### config.mk
export PLATFORM = sky130hd
export DESIGN_NAME = async_char_rx
export DESIGN_NICKNAME = d
export VERILOG_FILES = /design/src/rtl/srx_pkg.sv /design/src/rtl/srx_sync.sv /design/src/rtl/srx_vote.sv /design/src/rtl/srx_frame.sv /design/src/rtl/srx_hold.sv /design/src/rtl/async_char_rx.sv
export SDC_FILE = /design/constraint.sdc
export NUM_CORES = 1
export LEC_CHECK = 0
export BUFFER_PORTS_ARGS = -buffer_cell sky130_fd_sc_hd__buf_4
export CAP_MARGIN = 30
export CORE_UTILIZATION = 26
export CTS_CLUSTER_DIAMETER = 120
export DETAILED_ROUTE_END_ITERATION = 7
export HOLD_SLACK_MARGIN = 0.15
export PLACE_DENSITY_LB_ADDON = 0.05
export SYNTH_ARGS = -nofsm -noshare
export SYNTH_HDL_FRONTEND = slang
export SYNTH_HIERARCHICAL = 1
export SYNTH_SLANG_ARGS = --single-unit
export TNS_END_PERCENT = 5
### constraint.sdc
create_clock -name clk_i -period 6.8 [get_ports clk_i]
set_input_delay 2.04 -clock clk_i [delete_from_list [all_inputs] [get_ports clk_i]]
set_output_delay 2.04 -clock clk_i [all_outputs]
set_load 0.005 [all_outputs]
### src/rtl/srx_pkg.sv
package srx_pkg;

  typedef enum logic [2:0] {
    ST_IDLE,
    ST_START,
    ST_DATA,
    ST_PAR,
    ST_STOP
  } rx_state_e;

  typedef struct packed {
    logic frame_err;
    logic par_err;
    logic noise;
  } rx_flags_t;

  function automatic logic maj3(input logic a, input logic b, input logic c);
    return (a & b) | (a & c) | (b & c);
  endfunction

endpackage

### src/rtl/srx_sync.sv
module srx_sync #(
  parameter int STAGES = 2
) (
  input  logic clk_i,
  input  logic rst_ni,
  input  logic d_i,
  output logic q_o
);

  logic [STAGES-1:0] chain_q;

  generate
    for (genvar g = 0; g < STAGES; g++) begin : g_stage
      always_ff @(posedge clk_i or negedge rst_ni) begin
        if (!rst_ni) chain_q[g] <= 1'b1;  // idle level
        else if (g == 0) chain_q[g] <= d_i;
        else chain_q[g] <= chain_q[(g == 0) ? 0 : g-1];
      end
    end
  endgenerate

  assign q_o = chain_q[STAGES-1];

endmodule

### src/rtl/srx_vote.sv
module srx_vote import srx_pkg::*; #(
  parameter  int OSR   = 16,
  localparam int CNT_W = $clog2(OSR),
  localparam int MID   = OSR / 2
) (
  input  logic             clk_i,
  input  logic             rst_ni,
  input  logic             tick_i,
  input  logic             active_i,
  input  logic [CNT_W-1:0] cnt_i,
  input  logic             line_i,
  output logic             decide_o,
  output logic             bit_o,
  output logic             noisy_o
);

  logic s_early_q, s_mid_q;

  always_ff @(posedge clk_i or negedge rst_ni) begin
    if (!rst_ni) begin
      s_early_q <= 1'b1;
      s_mid_q   <= 1'b1;
    end else if (tick_i && active_i) begin
      if (cnt_i == CNT_W'(MID - 1)) s_early_q <= line_i;
      if (cnt_i == CNT_W'(MID))     s_mid_q   <= line_i;
    end
  end

  // third sample is the live line on the deciding tick
  assign decide_o = tick_i & active_i & (cnt_i == CNT_W'(MID + 1));
  assign bit_o    = maj3(s_early_q, s_mid_q, line_i);
  assign noisy_o  = (s_early_q != s_mid_q) | (s_mid_q != line_i);

  p_single_decide_r3: assert property (@(posedge clk_i) disable iff (!rst_ni)
    decide_o |=> !decide_o);

endmodule

### src/rtl/srx_frame.sv
module srx_frame import srx_pkg::*; #(
  parameter  int OSR      = 16,
  parameter  int MIN_BITS = 5,
  parameter  int MAX_BITS = 9,
  localparam int CNT_W    = $clog2(OSR),
  localparam int IDX_W    = $clog2(MAX_BITS + 1),
  localparam int MID      = OSR / 2
) (
  input  logic                clk_i,
  input  logic                rst_ni,
  input  logic                tick_i,
  input  logic                line_i,
  input  logic [IDX_W-1:0]    cfg_bits_i,
  input  logic                cfg_par_en_i,
  input  logic                cfg_par_odd_i,
  output logic                done_o,
  output logic [MAX_BITS-1:0] data_o,
  output rx_flags_t           flags_o
);

  rx_state_e           state_q;
  logic [CNT_W-1:0]    cnt_q, cnt_nx;
  logic [IDX_W-1:0]    idx_q, bits_q;
  logic                par_en_q, par_odd_q, par_bit_q, noise_acc_q;
  logic                decide, bit_v, noisy, sampling;

  assign sampling = (state_q == ST_DATA) || (state_q == ST_PAR) || (state_q == ST_STOP);
  assign cnt_nx   = (cnt_q == CNT_W'(OSR - 1)) ? '0 : cnt_q + CNT_W'(1);

  srx_vote #(.OSR(OSR)) u_vote (
    .clk_i    (clk_i),
    .rst_ni   (rst_ni),
    .tick_i   (tick_i),
    .active_i (sampling),
    .cnt_i    (cnt_q),
    .line_i   (line_i),
    .decide_o (decide),
    .bit_o    (bit_v),
    .noisy_o  (noisy)
  );

  always_ff @(posedge clk_i or negedge rst_ni) begin
    if (!rst_ni) begin
      state_q     <= ST_IDLE;
      cnt_q       <= '0;
      idx_q       <= '0;
      bits_q      <= IDX_W'(MIN_BITS);
      par_en_q    <= 1'b0;
      par_odd_q   <= 1'b0;
      par_bit_q   <= 1'b0;
      noise_acc_q <= 1'b0;
      data_o      <= '0;
      flags_o     <= '0;
      done_o      <= 1'b0;
    end else begin
      done_o <= 1'b0;
      if (tick_i) begin
        cnt_q <= cnt_nx;
        unique case (state_q)
          ST_IDLE: begin
            cnt_q <= '0;
            if (!line_i) begin
              state_q     <= ST_START;
              cnt_q       <= CNT_W'(1);
              idx_q       <= '0;
              data_o      <= '0;
              noise_acc_q <= 1'b0;
              par_en_q    <= cfg_par_en_i;
              par_odd_q   <= cfg_par_odd_i;
              if (cfg_bits_i < IDX_W'(MIN_BITS))      bits_q <= IDX_W'(MIN_BITS);
              else if (cfg_bits_i > IDX_W'(MAX_BITS)) bits_q <= IDX_W'(MAX_BITS);
              else                                    bits_q <= cfg_bits_i;
            end
          end
          ST_START: begin
            if (cnt_q == CNT_W'(MID) && line_i) state_q <= ST_IDLE;
            else if (cnt_q == CNT_W'(OSR - 1))  state_q <= ST_DATA;
          end
          ST_DATA: begin
            if (decide) begin
              data_o[idx_q] <= bit_v;
              noise_acc_q   <= noise_acc_q | noisy;
            end
            if (cnt_q == CNT_W'(OSR - 1)) begin
              if (idx_q == bits_q - IDX_W'(1)) state_q <= par_en_q ? ST_PAR : ST_STOP;
              else idx_q <= idx_q + IDX_W'(1);
            end
          end
          ST_PAR: begin
            if (decide) begin
              par_bit_q   <= bit_v;
              noise_acc_q <= noise_acc_q | noisy;
            end
            if (cnt_q == CNT_W'(OSR - 1)) state_q <= ST_STOP;
          end
          ST_STOP: begin
            if (decide) begin
              done_o            <= 1'b1;
              flags_o.frame_err <= ~bit_v;
              flags_o.noise     <= noise_acc_q | noisy;
              flags_o.par_err   <= par_en_q & (^data_o ^ par_bit_q ^ par_odd_q);
              state_q           <= ST_IDLE;  // rearm after first stop bit
            end
          end
          default: state_q <= ST_IDLE;
        endcase
      end
    end
  end

  p_start_abort_r1: assert property (@(posedge clk_i) disable iff (!rst_ni)
    tick_i && state_q == ST_START && cnt_q == CNT_W'(MID) && line_i |=> state_q == ST_IDLE);

  p_idx_in_range_r2: assert property (@(posedge clk_i) disable iff (!rst_ni)
    state_q == ST_DATA |-> idx_q < bits_q);

  p_done_after_stop_r7: assert property (@(posedge clk_i) disable iff (!rst_ni)
    done_o |-> $past(state_q) == ST_STOP && state_q == ST_IDLE);

  p_no_parity_err_r5: assert property (@(posedge clk_i) disable iff (!rst_ni)
    done_o && !par_en_q |-> !flags_o.par_err);

endmodule

### src/rtl/srx_hold.sv
module srx_hold import srx_pkg::*; #(
  parameter int MAX_BITS = 9
) (
  input  logic                clk_i,
  input  logic                rst_ni,
  input  logic                done_i,
  input  logic [MAX_BITS-1:0] data_i,
  input  rx_flags_t           flags_i,
  input  logic                ack_i,
  output logic [MAX_BITS-1:0] data_o,
  output logic                valid_o,
  output rx_flags_t           flags_o,
  output logic                overrun_o
);

  always_ff @(posedge clk_i or negedge rst_ni) begin
    if (!rst_ni) begin
      data_o    <= '0;
      valid_o   <= 1'b0;
      flags_o   <= '0;
      overrun_o <= 1'b0;
    end else if (done_i) begin
      if (!valid_o || ack_i) begin
        data_o    <= data_i;
        flags_o   <= flags_i;
        valid_o   <= 1'b1;
        overrun_o <= 1'b0;
      end else begin
        overrun_o <= 1'b1;  // new character dropped
      end
    end else if (valid_o && ack_i) begin
      valid_o   <= 1'b0;
      flags_o   <= '0;
      overrun_o <= 1'b0;
    end
  end

  p_hold_until_ack_r8: assert property (@(posedge clk_i) disable iff (!rst_ni)
    valid_o && !ack_i |=> valid_o && $stable(data_o));

  p_flags_need_valid_r8: assert property (@(posedge clk_i) disable iff (!rst_ni)
    !valid_o |-> !(flags_o.frame_err || flags_o.par_err || flags_o.noise || overrun_o));

  p_overrun_mark_r9: assert property (@(posedge clk_i) disable iff (!rst_ni)
    valid_o && !ack_i && done_i |=> overrun_o && $stable(data_o));

endmodule

### src/rtl/async_char_rx.sv
module async_char_rx import srx_pkg::*; #(
  parameter  int OSR         = 16,
  parameter  int MIN_BITS    = 5,
  parameter  int MAX_BITS    = 9,
  parameter  int SYNC_STAGES = 2,
  localparam int IDX_W       = $clog2(MAX_BITS + 1)
) (
  input  logic                clk_i,
  input  logic                rst_ni,
  input  logic                tick_i,
  input  logic                rx_i,
  input  logic [IDX_W-1:0]    cfg_bits_i,
  input  logic                cfg_par_en_i,
  input  logic                cfg_par_odd_i,
  input  logic                ack_i,
  output logic [MAX_BITS-1:0] data_o,
  output logic                valid_o,
  output logic                frame_err_o,
  output logic                par_err_o,
  output logic                noise_o,
  output logic                overrun_o
);

  logic                line_s, done;
  logic [MAX_BITS-1:0] frame_data;
  rx_flags_t           frame_flags, held_flags;

  srx_sync #(.STAGES(SYNC_STAGES)) u_sync (
    .clk_i  (clk_i),
    .rst_ni (rst_ni),
    .d_i    (rx_i),
    .q_o    (line_s)
  );

  srx_frame #(.OSR(OSR), .MIN_BITS(MIN_BITS), .MAX_BITS(MAX_BITS)) u_frame (
    .clk_i         (clk_i),
    .rst_ni        (rst_ni),
    .tick_i        (tick_i),
    .line_i        (line_s),
    .cfg_bits_i    (cfg_bits_i),
    .cfg_par_en_i  (cfg_par_en_i),
    .cfg_par_odd_i (cfg_par_odd_i),
    .done_o        (done),
    .data_o        (frame_data),
    .flags_o       (frame_flags)
  );

  srx_hold #(.MAX_BITS(MAX_BITS)) u_hold (
    .clk_i     (clk_i),
    .rst_ni    (rst_ni),
    .done_i    (done),
    .data_i    (frame_data),
    .flags_i   (frame_flags),
    .ack_i     (ack_i),
    .data_o    (data_o),
    .valid_o   (valid_o),
    .flags_o   (held_flags),
    .overrun_o (overrun_o)
  );

  assign frame_err_o = held_flags.frame_err;
  assign par_err_o   = held_flags.par_err;
  assign noise_o     = held_flags.noise;

endmodule

# --- Word-level counts from Yosys, hierarchy flattened ---
# Cells that the tools add are included.
# Widths: inputs -> output; s select.
word_totals:
  reg_bits: 50
op_classes:
  n_lt_le_gt_ge: 4
  n_reduce_logical: 25
  addsub: 3
  bitwise_logic: 14
  mux: 38
  eq_ne: 21
op_table:
  columns: ["cell", "count"]
  rows:
  - ["$mux 3", 11]
  - ["$mux 4", 7]
  - ["$mux 9", 2]
  - ["$pmux 9 s2", 1]
  - ["$pmux 3 s5", 1]
  - ["$eq 4x4->1 const B", 3]
  - ["$mux 1", 12]
  - ["$ne 2x2->1 const B", 5]
  - ["$bwmux 9", 1]
  - ["$reduce_and 3->1", 3]
  - ["$reduce_xor 9->1", 1]
  - ["$add 4x1->4 const B", 2]
  - ["$ne 2x1->1 const B", 4]
  - ["$pmux 4 s2", 1]
  - ["$reduce_and 2->1", 4]
  - ["$reduce_and 4->1", 2]
  - ["$reduce_and 7->1", 1]
  - ["$and 1x1->1", 6]
  - ["$eq 3x2->1 const B", 2]
  - ["$reduce_bool 2->1", 3]
  - ["$lt 4x5->1 const B", 1]
  - ["$reduce_and 5->1", 1]
  - ["$demux 1 s4", 1]
  - ["$eq 4x3->1 const B", 1]
  - ["other kinds (18)", 29]

# --- Depth between registers and ports, before layout ---
# Gate-level depths: netlist of run 1.
depth:
  depth_word: 8
  ltp_mapped: 12
  depth_no_buf: 10

# --- By module ---
# The synthesis of run 1 kept the hierarchy.
by_module_without_submodules:
  columns: ["mod", "area_per_inst_um2", "cells_each", "seq_area_each_um2", "n_inst"]
  rows:
  - ["srx_frame", 1913.1, 216, 803.3, 1]
  - ["srx_hold", 558.0, 32, 350.3, 1]
  - ["srx_vote", 155.1, 15, 52.6, 1]
  - ["srx_sync", 52.6, 2, 52.6, 1]

# --- Worst setup path before layout of run 1 ---
# No wires, ideal clock.
synth_path:
  path_type: "in2reg"
  from: "input port tick_i"
  to: "register u_frame.state_q[0]"
  slack_ns: 3.422
  setup_ns: 0.125
  required_ns: 6.675
  path_stages: 7
  arrival_ns: 3.252
  cell_sequence: "nand3_1 > nor2_1 > nor2b_1 > o21ai_0 > nand2_1 > or3_4 > mux2_4"
synth_between:
  elab_chain_cells: 4
synth_rtl:
  columns: ["element", "line", "source"]
  rows:
  - ["start, declared", "async_char_rx.sv:10", "input logic tick_i,"]
  - ["$and 1x1->1 (2 in a row)", "srx_vote.sv:30", "assign decide_o = tick_i & active_i & (cnt_i == CNT_W'(MID + 1));"]
  - ["named net u_frame.decide", "srx_frame.sv:25", "logic decide, bit_v, noisy, sampling;"]
  - ["$ne 2x1->1 (no line)", null, null]
  - ["$reduce_and 7->1 (no line)", null, null]
  - ["end signal, assigned", "srx_frame.sv:85", "if (idx_q == bits_q - IDX_W'(1)) state_q <= par_en_q ? ST_PAR : ST_STOP;"]
  - ["end, declared", "srx_frame.sv:21", "rx_state_e state_q;"]
# The timed path passes the listed nets, and every way through them passes these cells.
# A chain may end at the register's enable or synchronous reset.

# --- Final worst setup path of run 1 ---
layout_path:
  from: "input port tick_i"
  to: "register u_frame.state_q[2]"
# Same word-level chain as after synthesis.

==> impl_metrics.env, run 1 <==
export IMPL_dieArea_sq_mm=0.0107
export IMPL_die_h_um=104
export IMPL_antenna_found_initial=0
export IMPL_routed_wl_um=5690
export IMPL_synth_top_cell_area_share_pct=41.1
export IMPL_hold_path_class="reg -> reg"
export IMPL_r2r_setup_slack_ns=4.12
export IMPL_tightest_slew_ns=0.658
export IMPL_postCtsHoldBufs=0
export IMPL_pwr_share_comb_pct=22.0
export IMPL_power_share_clock_pct=26.9
export IMPL_p_per_area_mw_per_mm2=235
export IMPL_crit_arrival_ns=3.63
export IMPL_h_tree_depth=2
export IMPL_internal_power_w=0.000483
export IMPL_drive_gt1_share_pct=22.1
export IMPL_synth_fa_ha_area_share_pct=4.20
export IMPL_synth_warnings=6
export IMPL_gp_congestion=0.747
export IMPL_syn_nets=285
export IMPL_drtPass1Iterations=4
export IMPL_grt_pass1_vias=1879
export IMPL_clockBufferDepth=2
export IMPL_num_nets_final=308
export IMPL_tns_ns=0
export IMPL_end_kind="flop"
export IMPL_synthMuxAreaShare_pct=7.15
export IMPL_ir_worst_vdd_uv=86.4
export IMPL_synthDistinctLibCells=52
export IMPL_cp_max_fo=18
export IMPL_clk_pin_slew_ns=0.09
export IMPL_clock_sinks=50
export IMPL_maxCapViolations=0
export IMPL_crit_type="in -> reg"
export IMPL_cts_root_buf="clkbuf_8"
export IMPL_die_w_um=104
export IMPL_synth_edff_count=0
export IMPL_synth_top_family_by_area="simple AND/OR/NAND/NOR gates"
export IMPL_power_w=0.000718
export IMPL_synthTopCellsByCount="dfrtp_1 (44), nand2_1 (44), o21ai_0 (26)"
export IMPL_postSynthCellCount=265
export IMPL_synthTopCellsByArea="dfrtp_1 (41%), nand2_1 (6.2%), dfstp_2 (5.9%)"
export IMPL_cts_inserted_buffers=5
export IMPL_setup_viol=0
export IMPL_initial_core_util_pct=27.2
export IMPL_drc_errors=0
export IMPL_synth_top_flop_cell="dfrtp_1"
export IMPL_synth_area_leader_cell="dfrtp_1"
export IMPL_grt_overflow=0
export IMPL_io_buffers=24
export IMPL_fmax_mhz=292
export IMPL_postCtsSetupRepairBufs=0
export IMPL_synth_seq_cells=50
export IMPL_cts_tree="yes"
export IMPL_routedWlPerCell_um=13.5
export IMPL_synth_compound_area_share_pct=12.6
export IMPL_synthSimpleGateAreaFrac_pct=20.1
export IMPL_yosysSeqAreaShare_pct=47.0
export IMPL_syn_area_sq_mm=0.00268
export IMPL_stdcell_count=422
export IMPL_hpwl_um=4050
export IMPL_leakagePower_nw=1.47
export IMPL_num_vias=1875
export IMPL_rows=36
export IMPL_finalCriticalPeriod_ns=3.43
export IMPL_placed_cells=414
export IMPL_slew_limit_headroom_pct=56.1
export IMPL_area_growth_pct=14.2
export IMPL_outcome="complete, no violations"
export IMPL_insertedDiodeCount=0
export IMPL_start_kind="input pin"
export IMPL_cts_resized=0
export IMPL_grt_pass1_wl_um=9940
export IMPL_drtAntennaViolNets=0
export IMPL_coreArea_sq_mm=0.00986
export IMPL_grt_usage_pct=11.5
export IMPL_avgSynthCellArea_sq_um=10.1
export IMPL_timing_final_crit_share_pct=50.4
export IMPL_fin_skew_ns=0.00679
export IMPL_async_flop_share_pct=100
export IMPL_grt_max_degree=51
export IMPL_vias_per_cell=4.44
export IMPL_slew_viol_final=0
export IMPL_insertion_delay_ns=0.31
export IMPL_hold_viol_final=0
export IMPL_p_seq_share_pct=51.1
export IMPL_worstPathRequired_ns=7.00
export IMPL_drt_first_iter_violations=64
export IMPL_p_switching_w=0.000235
export IMPL_pin_count=25
export IMPL_switching_share_pct=32.7
export IMPL_rsz0062_at_grt="no"
export IMPL_synth_xor_area_share_pct=5.42
## state kept, by name (all words and copies together) (netlist names)
register / cells
u_frame/noise_acc_q: 1
u_frame/data_o: 9
u_frame/u_vote/s_mid_q: 1
u_frame/par_en_q: 1
u_frame/idx_q: 4
u_frame/done_o: 1
u_hold/flags_o: 3
u_hold/valid_o: 1
u_frame/par_odd_q: 1
u_sync/q_o: 1
u_frame/u_vote/s_early_q: 1
u_frame/state_q: 3
u_sync/chain_q: 1
u_hold/data_o: 9
u_hold/overrun_o: 1
u_frame/par_bit_q: 1
u_frame/bits_q: 4
u_frame/flags_o: 3
u_frame/cnt_q: 4
## metal layers
| metal | track usage [%] | part of all wire, % | vias up |
|---|---|---|---|
| met5 | 0 | 0 | - |
| met4 | 3.62 | 0.69 | 0 |
| met3 | 2.14 | 2.4 | 4 |
| met2 | 17.6 | 44 | 25 |
| met1 | 16.4 | 53 | 879 |
| li1 | - | - | 967 |
## through the flow
stage	util [%]	hold WS, ns	worst slack (ns)	area, sq um
after floorplan	-	0.345	3.42	2680
after global placement	30.0	0.346	3.12	2960
after detailed placement	30.0	0.347	3.07	2960
after CTS	31.0	0.363	3.41	3060
after global routing	31.0	0.370	3.26	3060
final	31.0	0.361	3.37	3060
## layout make-up
class | instances | area (sq um)
clock buffer | 6 | 82.6
clock inverter | 2 | 17.5
fill | 1055 | 6810
inverter | 8 | 30.0
multi-input combinational | 199 | 1320
sequential | 50 | 1260
tap | 133 | 166
timing repair buffer | 24 | 180
## worst max-delay path: stages
cell and delay, ns:
buf_4 0.19, nand3_1 0.12, nor2_1 0.27, nor2b_1 0.07, o21ai_0 0.16, nand2_1 0.07
or3_4 0.41, mux2_4 0.30
## cells by family (layout without fill, tap and decap cells)
family | count (synthesis) | in the layout
simple gates | 105 | 105
compound gates | 56 | 56
flops | 50 | 50
buf+inv | 16 | 40
xor+xnor | 15 | 15
mux | 14 | 14
fa+ha+maj | 9 | 9
## final timing paths
path	startpoint	endpoint	cells past startpoint
worst max-delay path	tick_i	u_frame/state_q[2]	8
worst min-delay path	u_sync/chain_q[0]	u_sync/q_o	0
worst max register to register	u_frame/state_q[1]	u_frame/state_q[2]	9
worst min register to register	u_sync/chain_q[0]	u_sync/q_o	0
max in group asynchronous	rst_ni	u_frame/idx_q[2]	1
min in group asynchronous	rst_ni	u_hold/overrun_o	1
## power by group through the flow
stage	Sequential [W]	Clock (W)	Combinational, W
2_1_floorplan	0.000359	0	0.000132
6_report	0.000367	0.000193	0.000158
3_5_place_dp	0.000375	0	0.000161
3_3_place_gp	0.000374	0	0.000162
5_1_grt	0.000374	0.000216	0.000182
4_1_cts	0.000369	0.000208	0.000162
## placed cells by master (no fill, tap or decap), types with 8 or more instances in the layout
cell | netlist | routed
inv_1 | 8 | 8
nand2_1 | 44 | 44
o21ai_0 | 26 | 26
nor2_1 | 15 | 15
dfrtp_1 | 44 | 44
ha_1 | 9 | 9
a21oi_1 | 14 | 14
mux2_4 | 9 | 9
buf_4 | 1 | 24
xnor2_1 | 11 | 11
nand3_1 | 10 | 10
No activity file was read; power rests on OpenSTA's default activity.
==> run 2, diff against run 1 <==
clock period = 3.3 ns   (was 6.8 ns; I/O delays follow)
==> impl_metrics.env, run 2 (synthesis results as in run 1) <==
export IMPL_cp_endpoint="u_frame/state_q[0]"
export IMPL_tightest_slew_ns=0.656
export IMPL_cts_tree="yes"
export IMPL_most_common_layout_cells="nand2_1 (44), dfrtp_1 (44), buf_4 (26), o21ai_0 (26), nor2_1 (15)"
export IMPL_cts_inserted_buffers=5
export IMPL_crit_arrival_ns=2.73
export IMPL_coreArea_sq_mm=0.00986
export IMPL_clk_pin_slew_ns=0.10
export IMPL_hold_viol_final=0
export IMPL_r2r_start="u_frame/state_q[2]"
export IMPL_slew_limit_headroom_pct=56.3
export IMPL_io_buffers=24
export IMPL_clock_sinks=50
export IMPL_fmax_mhz=396
export IMPL_insertion_delay_ns=0.31
export IMPL_num_vias=1873
export IMPL_ir_worst_vdd_uv=229
export IMPL_drive_gt1_share_pct=22.7
export IMPL_postCtsHoldBufs=0
export IMPL_finalCriticalPeriod_ns=2.53
export IMPL_routed_wl_um=5670
export IMPL_drtPass1Iterations=4
export IMPL_multi_input_area_sq_mm=0.00132
export IMPL_initial_core_util_pct=27.2
export IMPL_clockBufferDepth=2
export IMPL_cp_common_cell="nand2_1"
export IMPL_start_kind="flop"
export IMPL_tns_ns=0
export IMPL_dieArea_sq_mm=0.0107
export IMPL_die_h_um=104
export IMPL_pin_count=25
export IMPL_drc_errors=0
export IMPL_reg2regPathDepth=9
export IMPL_crit_cells=9
export IMPL_maxCapViolations=0
export IMPL_postCtsSetupRepairBufs=0
export IMPL_grt_pass1_wl_um=9790
export IMPL_drt_first_iter_violations=34
export IMPL_leakagePower_nw=1.48
export IMPL_path_buf_inv=0
export IMPL_startpoint="u_frame/state_q[2]"
export IMPL_grt_overflow=0
export IMPL_stdcell_count=424
export IMPL_slew_viol_final=0
export IMPL_cp_max_fo=13
export IMPL_insertedDiodeCount=0
export IMPL_r2r_end="u_frame/state_q[0]"
export IMPL_rows=36
export IMPL_crit_family="simple AND/OR/NAND/NOR gates"
export IMPL_area_growth_pct=14.7
export IMPL_placed_cells=416
export IMPL_fin_skew_ns=0.00865
export IMPL_antenna_found_initial=0
export IMPL_worstPathRequired_ns=3.50
export IMPL_grt_max_degree=51
export IMPL_gp_congestion=0.744
export IMPL_setup_viol=0
export IMPL_drtAntennaViolNets=0
export IMPL_end_kind="flop"
export IMPL_top_regs="u_frame/data_o (9), u_hold/data_o (9)"
export IMPL_grt_pass1_vias=1882
export IMPL_power_w=0.00149
export IMPL_max_stage_delay_ns=0.52
export IMPL_die_w_um=104
export IMPL_p_per_area_mw_per_mm2=484
export IMPL_seqCellArea_sq_mm=0.00126
export IMPL_r2r_setup_slack_ns=0.77
export IMPL_hpwl_um=4040
export IMPL_h_tree_depth=2
export IMPL_outcome="complete, no violations"
export IMPL_final_util_pct=31.2
export IMPL_grt_usage_pct=11.2
export IMPL_timing_final_crit_share_pct=76.6
export IMPL_cts_resized=0
export IMPL_routedWlPerCell_um=13.4
export IMPL_crit_type="reg -> reg"
export IMPL_hold_path_class="reg -> reg"
export IMPL_vias_per_cell=4.42
export IMPL_crit_path_cell_trace="or2b_2 > nand2_1 > nand3_1 > nor2_1 > nor2b_1 > o21ai_0 > nand2_1 > or3_4 > mux2_4"
export IMPL_rsz0062_at_grt="no"
export IMPL_cts_root_buf="clkbuf_8"
export IMPL_fillers=1024
export IMPL_num_nets_final=310
export IMPL_slowest_stage="dfrtp_1"
run 2: changes by cell type in the layout (fill, tap and decap cells not counted), sizes merged:
cell | previous run | this run
clkinvlp | 0 | 1
buf | 24 | 26
inv | 8 | 9
clkinv | 2 | 0
run 2: layer usage:
layer	wire [um]	track usage [%]	vias up
met5	0	0	-
met4	57	3.42	0
met3	179	2.14	5
met2	2520	17.3	34
met1	2910	15.9	866
li1	-	-	968
run 2: layout make-up:
cell class / instances / area share [%]
multi-input cells: 199 / 43.1
clock inverters: 2 / 0.529
flip-flops and latches: 50 / 41.0
inverters: 8 / 0.977
repair buffers: 26 / 6.35
clock buffers: 6 / 2.69
well taps: 133 / 5.42
run 2: worst register-to-register path, delay by kind of cell (launching register included):
kind | cells | cell delay [ns]
AOI/OAI and AO/OA | 1 | 0.15
DFF | 1 | 0.52
and+or+nand+nor | 7 | 1.45
muxes | 1 | 0.30
run 2: report_power, final:
group          leakage (nW)  switching, W  total, W  internal [W]
Combinational         0.762      0.000183  0.000327      0.000145
Clock                0.0478      0.000233  0.000406      0.000173
Sequential            0.666     0.0000743  0.000755      0.000681
Total                  1.48      0.000490   0.00149      0.000999
run 2: stage by stage:
stage / setup WS (ns) / instance area (sq um) / hold WS [ns]
floorplan: 0.822 / 2680 / 0.345
global route: 0.557 / 3070 / 0.365
global placement: 0.691 / 2970 / 0.346
CTS: 0.789 / 3070 / 0.362
detailed placement: 0.648 / 2970 / 0.347
finish: 0.772 / 3070 / 0.360
run 2: how the worst min path moves through the flow:
| stage | end | startpoint | cells past startpoint | slack, ns |
|---|---|---|---|---|
| 2_1_floorplan | u_sync/q_o | u_sync/chain_q[0] | 0 | 0.35 |
| 3_3_place_gp | u_sync/q_o | u_sync/chain_q[0] | 0 | 0.35 |
| 3_5_place_dp | u_sync/q_o | u_sync/chain_q[0] | 0 | 0.35 |
| 4_1_cts | u_sync/q_o | u_sync/chain_q[0] | 0 | 0.36 |
| 5_1_grt | u_sync/q_o | u_sync/chain_q[0] | 0 | 0.37 |
| 6_report | u_sync/q_o | u_sync/chain_q[0] | 0 | 0.36 |
==> run 3, diff against run 2 <==
clock period = 2.1 ns   (was 3.3 ns; I/O delays follow)
==> impl_metrics.env, run 3 (synthesis results as in run 1) <==
export IMPL_wl_met3_um=134
export IMPL_met1_length_um=3120
export IMPL_postCtsSetupRepairBufs=0
export IMPL_coreArea_sq_mm=0.00986
export IMPL_leakagePower_nw=1.59
export IMPL_fin_skew_ns=0.0107
export IMPL_placed_cells=437
export IMPL_route_met2_wl_um=2750
export IMPL_start_kind="flop"
export IMPL_slew_viol_final=0
export IMPL_drtPass1Iterations=4
export IMPL_stdcell_count=446
export IMPL_rsz0062_at_grt="yes"
export IMPL_hold_viol_final=0
export IMPL_dieArea_sq_mm=0.0107
export IMPL_power_w=0.00256
export IMPL_dpl_worst_slack_ns=-0.112
export IMPL_io_buffers=24
export IMPL_num_nets_final=332
export IMPL_startpoint="u_frame/bits_q[0]"
export IMPL_crit_type="reg -> reg"
export IMPL_num_vias=1974
export IMPL_top_regs="u_frame/data_o (9), u_hold/data_o (9)"
export IMPL_gp_congestion=0.717
export IMPL_setup_viol=0
export IMPL_initial_core_util_pct=27.2
export IMPL_finalWorstSetupSlack_ns=0.0108
export IMPL_reg2regPathDepth=7
export IMPL_rows=36
export IMPL_drtAntennaViolNets=0
export IMPL_final_common_cell="buf_4"
export IMPL_die_h_um=104
export IMPL_clockBufferDepth=2
export IMPL_drc_errors=0
export IMPL_worstPathRequired_ns=2.29
export IMPL_cts_inserted_buffers=5
export IMPL_insertedDiodeCount=0
export IMPL_cts_root_buf="clkbuf_8"
export IMPL_grt_overflow=0
export IMPL_drive_gt1_share_pct=30.0
export IMPL_r2r_setup_slack_ns=0.01
export IMPL_timing_final_crit_share_pct=99.5
export IMPL_grt_usage_pct=12.5
export IMPL_grt_pass1_wl_um=10800
export IMPL_pin_count=25
export IMPL_fillers=1046
export IMPL_die_w_um=104
export IMPL_vias_per_cell=4.43
export IMPL_end_kind="flop"
export IMPL_clk_pin_slew_ns=0.10
export IMPL_clock_sinks=50
export IMPL_routed_wl_um=6070
export IMPL_tightest_slew_ns=0.656
export IMPL_fmax_mhz=479
export IMPL_h_tree_depth=2
export IMPL_area_growth_pct=23.6
export IMPL_p_per_area_mw_per_mm2=774
export IMPL_hpwl_um=4400
export IMPL_antenna_found_initial=0
export IMPL_hold_path_class="in -> async"
export IMPL_routedWlPerCell_um=13.6
export IMPL_postCtsHoldBufs=0
export IMPL_insertion_delay_ns=0.31
export IMPL_finalCriticalPeriod_ns=2.09
export IMPL_r2r_end="u_frame/state_q[0]"
export IMPL_outcome="complete, no violations"
export IMPL_drt_first_iter_violations=46
export IMPL_grt_pass1_vias=2087
export IMPL_maxCapViolations=0
export IMPL_r2r_start="u_frame/bits_q[0]"
export IMPL_dpl_instance_area_sq_mm=0.00316
export IMPL_cts_tree="yes"
export IMPL_stdcell_area_sq_mm=0.00331
export IMPL_most_common_layout_cells="buf_4 (47), dfrtp_1 (44), nand2_1 (43)"
export IMPL_highest_layer="met4"
export IMPL_cp_endpoint="u_frame/state_q[0]"
export IMPL_slew_limit_headroom_pct=56.3
export IMPL_grt_max_degree=51
export IMPL_ir_worst_vdd_uv=421
export IMPL_cp_max_fo=3
export IMPL_crit_arrival_ns=2.28
[run 3: final cells by class]
| cell class | instances | area [sq um] | share of cell area [%] |
|---|---|---|---|
| clock inverter | 2 | 37.5 | 1.13 |
| inverter | 8 | 30.0 | 0.907 |
| sequential | 50 | 1260 | 38.0 |
| multi-input combinational | 200 | 1390 | 42.1 |
| clock buffer | 6 | 72.6 | 2.19 |
| timing repair buffer | 47 | 353 | 10.7 |
| tap | 133 | 166 | 5.02 |
[run 3: how the worst min path moves through the flow]
stage / startpoint / to / slack [ns] / cells past startpoint
finish: rst_ni / u_hold/overrun_o / 0.34 / 1
global route: u_sync/chain_q[0] / u_sync/q_o / 0.37 / 0
CTS: u_sync/chain_q[0] / u_sync/q_o / 0.36 / 0
detailed placement: u_sync/chain_q[0] / u_sync/q_o / 0.35 / 0
global placement: u_sync/chain_q[0] / u_sync/q_o / 0.35 / 0
floorplan: rst_ni / u_frame/bits_q[1] / 0.33 / 0
[run 3: worst max-delay path, cell delays in order (launching register included)]
cell and delay [ns]:
dfstp_2 0.55, inv_2 0.05, ha_4 0.26, xor2_2 0.13, nand3_1 0.09, o211a_1 0.23
or3_4 0.36, mux2_4 0.30
[run 3: timing repair]
action / in CTS / in global routing
gates cloned: 0 / 1
setup endpoints to repair: 2 / 11
pin swaps: 3 / 0
resized for setup: 2 / 4
[run 3: stage by stage]
stage | utilization (%) | hold WS [ns] | setup TNS (ns)
after CTS | 33.4 | 0.362 | 0
final | 33.6 | 0.342 | 0
after floorplan | - | 0.334 | -0.222
after global placement | 32.1 | 0.346 | -0.200
after detailed placement | 32.1 | 0.348 | -0.222
after global routing | 33.6 | 0.370 | -0.114
[run 3: where the power goes]
part	internal, W	switching [W]	leakage (nW)	total (W)
registers	0.00107	0.0000748	0.666	0.00114
logic	0.000342	0.000382	0.875	0.000725
clock network	0.000356	0.000339	0.0514	0.000695
total	0.00177	0.000796	1.59	0.00256
[run 3: per-layer routing]
layer | GRT usage (%) | up-vias
li1 | - | 1010
met1 | 18.2 | 932
met2 | 18.8 | 28
met3 | 2.14 | 4
met4 | 3.42 | 0
met5 | 0 | -
